[src/rtl/psb_pkg.sv]
package psb_pkg;
  localparam int unsigned BYTE_W    = 8;
  localparam int unsigned IDX_W     = 8;
  localparam int unsigned SLOT_HLTH = 4;
  localparam int unsigned SLOT_PWR  = 5;
  localparam int unsigned SLOT_MSGA = 6;
  localparam int unsigned SLOT_MSGB = 7;
  localparam int unsigned SLOT_WDOG = 8;
  localparam int unsigned N_SLOTS   = SLOT_WDOG + 1;
  // event capture lanes
  localparam int unsigned EV_INTR   = 0;
  localparam int unsigned EV_THERM  = 1;
  localparam int unsigned EV_SHUT   = 2;
  localparam int unsigned N_EV      = 3;
endpackage

[src/rtl/psb_event_hold.sv]
module psb_event_hold #(
  parameter int unsigned N = 3
) (
  input  logic         clk_i,
  input  logic         rst_ni,
  input  logic [N-1:0] set_i,
  output logic [N-1:0] held_o
);
  for (genvar g = 0; g < N; g++) begin : g_lane
    logic q;
    always_ff @(posedge clk_i or negedge rst_ni) begin
      if (!rst_ni)       q <= 1'b0;
      else if (set_i[g]) q <= 1'b1;
    end
    assign held_o[g] = q;
  end
endmodule

[src/rtl/psb_wdog_track.sv]
module psb_wdog_track (
  input  logic clk_i,
  input  logic rst_ni,
  input  logic expire_i,
  output logic first_o,
  output logic second_o
);
  always_ff @(posedge clk_i or negedge rst_ni) begin
    if (!rst_ni) begin
      first_o  <= 1'b0;
      second_o <= 1'b0;
    end else if (expire_i) begin
      first_o <= 1'b1;
      if (first_o) second_o <= 1'b1;
    end
  end
endmodule

[src/rtl/psb_fetch_probe.sv]
module psb_fetch_probe #(
  parameter int unsigned DW = 8
) (
  input  logic          clk_i,
  input  logic          rst_ni,
  input  logic          vld_i,
  input  logic [DW-1:0] data_i,
  output logic          seen_o,
  output logic          blank_o
);
  localparam logic [DW-1:0] ERASED = {DW{1'b1}};

  always_ff @(posedge clk_i or negedge rst_ni) begin
    if (!rst_ni) begin
      seen_o  <= 1'b0;
      blank_o <= 1'b0;
    end else if (vld_i && !seen_o) begin
      seen_o  <= 1'b1;
      blank_o <= (data_i == ERASED);
    end
  end
endmodule

[src/rtl/psb_read_port.sv]
module psb_read_port #(
  parameter int unsigned DW     = 8,
  parameter int unsigned IW     = 8,
  parameter int unsigned NSLOTS = 9
) (
  input  logic                     clk_i,
  input  logic                     rst_ni,
  input  logic [NSLOTS-1:0][DW-1:0] slots_i,
  input  logic                     req_valid_i,
  output logic                     req_ready_o,
  input  logic [IW-1:0]            req_idx_i,
  output logic                     rsp_valid_o,
  input  logic                     rsp_ready_i,
  output logic [DW-1:0]            rsp_data_o
);
  logic [DW-1:0] pick;
  logic          take;

  always_comb begin
    pick = '0;
    for (int i = 0; i < NSLOTS; i++) begin
      if (req_idx_i == IW'(i)) pick = slots_i[i];
    end
  end

  assign req_ready_o = !rsp_valid_o || rsp_ready_i;
  assign take        = req_valid_i && req_ready_o;

  always_ff @(posedge clk_i or negedge rst_ni) begin
    if (!rst_ni) begin
      rsp_valid_o <= 1'b0;
      rsp_data_o  <= '0;
    end else if (take) begin
      rsp_valid_o <= 1'b1;
      rsp_data_o  <= pick;
    end else if (rsp_ready_i) begin
      rsp_valid_o <= 1'b0;
    end
  end
endmodule

[src/rtl/plat_status_bank.sv]
module plat_status_bank
  import psb_pkg::*;
#(
  parameter int unsigned DW = BYTE_W,
  parameter int unsigned IW = IDX_W
) (
  input  logic          clk_i,
  input  logic          rst_ni,
  input  logic          intrude_i,
  input  logic          therm_evt_i,
  input  logic          wdt_timeout_i,
  input  logic          fetch_vld_i,
  input  logic [DW-1:0] fetch_data_i,
  input  logic          batlow_ni,
  input  logic          cpu_pwr_fail_i,
  input  logic          shutdown_msg_i,
  input  logic          slp_s3_ni,
  input  logic          pwrok_i,
  input  logic          thermtrip_i,
  input  logic          alert_pin_i,
  input  logic          alert_inv_i,
  input  logic [DW-1:0] msg_a_i,
  input  logic [DW-1:0] msg_b_i,
  input  logic [DW-1:0] wdog_stat_i,
  input  logic          req_valid_i,
  output logic          req_ready_o,
  input  logic [IW-1:0] req_idx_i,
  output logic          rsp_valid_o,
  input  logic          rsp_ready_i,
  output logic [DW-1:0] rsp_data_o
);
  logic [N_EV-1:0] ev_set, ev_q;
  logic            wd_first, wd_second;
  logic            fetch_seen, flash_blank;
  logic [DW-1:0]   health, power;
  logic [N_SLOTS-1:0][DW-1:0] slots;

  always_comb begin
    ev_set           = '0;
    ev_set[EV_INTR]  = intrude_i;
    ev_set[EV_THERM] = therm_evt_i;
    ev_set[EV_SHUT]  = shutdown_msg_i;
  end

  psb_event_hold #(.N(N_EV)) u_hold (
    .clk_i (clk_i), .rst_ni(rst_ni), .set_i(ev_set), .held_o(ev_q)
  );

  psb_wdog_track u_wdog (
    .clk_i (clk_i), .rst_ni(rst_ni), .expire_i(wdt_timeout_i),
    .first_o(wd_first), .second_o(wd_second)
  );

  psb_fetch_probe #(.DW(DW)) u_fetch (
    .clk_i (clk_i), .rst_ni(rst_ni), .vld_i(fetch_vld_i), .data_i(fetch_data_i),
    .seen_o(fetch_seen), .blank_o(flash_blank)
  );

  always_comb begin
    health    = '0;
    health[0] = ev_q[EV_INTR];
    health[1] = ev_q[EV_THERM];
    health[2] = !fetch_seen;
    health[3] = wd_second;
    health[7] = alert_inv_i ? alert_pin_i : !alert_pin_i;

    power     = '0;
    power[0]  = flash_blank;
    power[1]  = !batlow_ni;
    power[2]  = cpu_pwr_fail_i;
    power[3]  = ev_q[EV_SHUT];
    power[5]  = slp_s3_ni && !pwrok_i;
    power[6]  = thermtrip_i;
  end

  always_comb begin
    slots            = '0;
    slots[SLOT_HLTH] = health;
    slots[SLOT_PWR]  = power;
    slots[SLOT_MSGA] = msg_a_i;
    slots[SLOT_MSGB] = msg_b_i;
    slots[SLOT_WDOG] = wdog_stat_i;
  end

  psb_read_port #(.DW(DW), .IW(IW), .NSLOTS(N_SLOTS)) u_rd (
    .clk_i      (clk_i),
    .rst_ni     (rst_ni),
    .slots_i    (slots),
    .req_valid_i(req_valid_i),
    .req_ready_o(req_ready_o),
    .req_idx_i  (req_idx_i),
    .rsp_valid_o(rsp_valid_o),
    .rsp_ready_i(rsp_ready_i),
    .rsp_data_o (rsp_data_o)
  );
endmodule

[config.mk]
export PLATFORM = sky130hd
export DESIGN_NAME = plat_status_bank
export DESIGN_NICKNAME = d
export VERILOG_FILES = /design/src/rtl/psb_pkg.sv /design/src/rtl/psb_event_hold.sv /design/src/rtl/psb_wdog_track.sv /design/src/rtl/psb_fetch_probe.sv /design/src/rtl/psb_read_port.sv /design/src/rtl/plat_status_bank.sv
export SDC_FILE = /design/constraint.sdc
export NUM_CORES = 1
export LEC_CHECK = 0
export BUFFER_PORTS_ARGS = -buffer_cell sky130_fd_sc_hd__buf_2
export CAP_MARGIN = 20
export CORE_UTILIZATION = 35
export DETAILED_ROUTE_END_ITERATION = 7
export PLACE_DENSITY = 0.72
export SLEW_MARGIN = 0
export SYNTH_ARGS = -nofsm -noshare
export SYNTH_HDL_FRONTEND = slang
export SYNTH_SLANG_ARGS = --single-unit
[constraint.sdc]
create_clock -name clk_i -period 1.15 [get_ports clk_i]
set_input_delay 0.1725 -clock clk_i [delete_from_list [all_inputs] [get_ports clk_i]]
set_output_delay 0.1725 -clock clk_i [all_outputs]
set_load 0.02 [all_outputs]
==> metrics.md <==
| Metric | Value |
|---|---|
| Max FO, Critical Path | `4` |
| Initial Util | `0.378` |
| Vias in the first global route | `968` |
| Clock group share of total power | `0.314` |
| CP cell instances | `nand2b_4 -> buf_6` |
| Top post-synthesis cells by count | `dfrtp_1 (16), nand2_1 (11), nor2_1 (7)` |
| Gate power share | `0.214` |
| Antenna diode count | `0` |
| Setup Crit Path Kind | `reg -> out` |
| Worst path top cell family by delay | `flip-flops` |
| Critical Path AT | `0.92 ns` |
| DR WL/cell | `12.2 um` |
| Initial antenna violation count | `0` |
| Top-count cell post-synth | `dfrtp_1` |
| Routed Antenna Nets | `0` |
| Root buffer cell | `clkbuf_4` |
| Post-synth top area share | `0.417` |
| Nets | `233` |
| Finished layout cell area | `0.00142 mm2` |
| Die height | `54.4 um` |
| Remaining DRCs | `0` |
| Max Cap Viol | `0` |
| Global-route wire length before repair | `3.75 mm` |
| Pre-antenna DRT Iters | `4` |
| Crit. End Element | `output pin` |
| Worst Path Required | `0.98 ns` |
| Largest net degree at the start of global routing | `18` |
| Post-synthesis async set-or-reset flop share | `1.00` |
| Most used DFF post-synth | `dfrtp_1` |
| Final setup vio count | `0` |
| #FFs+latches synth | `16` |
| Via/cell ratio | `5.12` |
| Die W | `54.4 um` |
| Switching power | `316 uW` |
| Max stage delay on crit path | `0.43 ns` |
| Post-layout min period | `1.09 ns` |
| Final core utilization | `0.559` |
| GR Overflow Total | `0` |
| Port bufs | `65` |
| Unrepaired setup endpoints after global routing | `true` |
| Switching Fraction | `0.260` |
| P_int | `897 uW` |
| CP Launch Type | `register` |
| Largest cells by area after synthesis | `dfrtp_1 (42%), a21o_1 (4.7%), nand2_1 (4.3%)` |
| Total CTS buffers | `3` |
| Setup Skew | `0.00553 ns` |
| Biggest area consumer among synthesized cells | `dfrtp_1` |
| Die Footprint | `0.00296 mm2` |
| GP Congestion | `0.800` |
| Post-synth EDFFs | `0` |
| Worst Max-Slew Pin Slew | `0.359 ns` |
| Crit-path slowest cell | `dfrtp_2` |
| Detailed placement HPWL | `2.08 mm` |
| Slew Limit Headroom | `0.761` |
| Clock Latency Late Sink | `0.29 ns` |
| Site row count | `18` |
| Leakage Power | `0.728 nW` |
| Mapped Area | `961 um2` |
| Yosys cell types | `33` |
| Post-DP Area | `0.00135 mm2` |
| Ratio of cells with drive above 1 in the final layout | `0.528` |
| CTS tree | `built` |
| Final wirelength | `2.51 mm` |
| Core region area | `0.00254 mm2` |
| Peak VDD IR | `0.551 mV` |
| Mean Syn Cell Area | `9.33 um2` |
| Clock Sinks | `16` |
| Synthesized instance count | `103` |
| Final worst path period share | `0.952` |
| Outcome | `finished clean` |
| Slew Viols, Final | `0` |
| Htree depth | `1` |
| Via count | `1055` |
| Final TNS setup | `0 ns` |
| Flop pwr share | `0.472` |
| Highest Clock Rate | `913 MHz` |
| Pwr Density | `853 mW/mm2` |
| Post-synthesis sequential area ratio | `0.417` |
| Hold Fails Final Rpt | `0` |
| Worst hold slack | `0.0577 ns` |
| IO Count | `66` |
| GRT Util Overall | `0.179` |
| Bufs and invs on worst path | `1` |
| Syn_nets | `159` |
| Yosys warning count | `0` |
| Layout overhead on the synthesized area | `47.9%` |
| Clock Tree Buf Depth | `2` |
| HP Class | `in -> reg` |
| DRT iter0 DRCs | `16` |
| Clock slew at reported path FFs | `0.10 ns` |
| Total power | `1.21 mW` |
cell usage in the layout, fill, tap and decap left out, drive strengths merged, types with 2 or more instances in the layout:
master / netlist / routed
buf: 6 / 74
dfrtp: 16 / 16
nand2: 11 / 11
nor2: 7 / 7
o21ai: 7 / 7
a21o: 6 / 6
or2: 5 / 5
inv: 4 / 4
a211oi: 4 / 4
nor2b: 4 / 4
clkbuf: 0 / 4
mux2: 3 / 3
o22ai: 3 / 3
a21oi: 3 / 3
nand2b: 3 / 3
nor3: 2 / 2
a22oi: 2 / 2
a32oi: 2 / 2
nand4: 2 / 2
o311ai: 2 / 2
nand3: 2 / 2
a221oi: 2 / 2
logic make-up after synthesis:
family,count (synthesis),share of synthesized area
compound gates,33,0.240
buf+inv,10,0.0716
mux,3,0.0352
simple gates,40,0.228
xor+xnor,1,0.00912
flops,16,0.417
registers in the layout (all words and copies together), names as in the netlist:
name              count
u_fetch.seen_o        1
u_rd.rsp_valid_o      1
u_rd.rsp_data_o       8
u_wdog.second_o       1
u_fetch.blank_o       1
u_wdog.first_o        1
u_hold.g_lane.q       3
path summary, 6_finish.rpt:
kind / end / startpoint / cells after the start / slack (ns)
worst max-delay path: req_ready_o / u_rd.rsp_valid_o$_DFFE_PN0P_ / 2 / 0.06
worst min-delay path: u_hold.g_lane[0].q$_DFFE_PN0P_ / intrude_i / 2 / 0.06
worst max register to register: u_rd.rsp_data_o[7]$_DFFE_PN0P_ / u_rd.rsp_valid_o$_DFFE_PN0P_ / 4 / 0.07
worst min register to register: u_wdog.second_o$_DFFE_PN0P_ / u_wdog.second_o$_DFFE_PN0P_ / 1 / 0.47
max in group asynchronous: u_rd.rsp_valid_o$_DFFE_PN0P_ / rst_ni / 2 / 0.56
min in group asynchronous: u_rd.rsp_data_o[6]$_DFFE_PN0P_ / rst_ni / 2 / 0.31
per-layer routing:
layer  track usage  wire [um]  vias to the layer above
li1              -          -                      523
met1         0.177       1010                      476
met2         0.362       1230                       52
met3        0.0389        238                        4
met4        0.0513         26                        0
met5             0          0                        -
stage by stage:
step           std cells  worst slack [ns]
4_1_cts              205            0.0115
5_1_grt              206           -0.0255
3_5_place_dp         200            -0.193
2_1_floorplan        103            0.0286
6_report             206            0.0553
3_3_place_gp         200            -0.136
worst reg2reg max path, stage by stage, from the launching register on:
cell and delay [ns]:
dfrtp_2 0.43, nand2b_4 0.09, nand3_2 0.15, a2111oi_2 0.25, a21o_1 0.12
area by class of cell:
cell class              count  area (um2)
flip-flops and latches     16         402
multi-input cells          77         522
fillers                   243        1120
clock buffers               4        36.3
repair buffers             75         409
well taps                  30        37.5
inverters                   4        15.0
timing repair:
action / CTS / global route
setup buffers: 0 / 1
hold endpoints to repair: 16 / 0
endpoints found under the setup margin: 0 / 4
hold buffers: 1 / 0
gates resized for setup: 0 / 5
power by group through the flow:
stage	registers [mW]	clock network, mW	logic, mW
floorplan	0.592	0	0.111
global placement	0.584	0	0.246
detailed placement	0.584	0	0.252
CTS	0.573	0.383	0.256
global route	0.574	0.404	0.290
finish	0.573	0.381	0.260
Power figures use the tool's default switching activity.
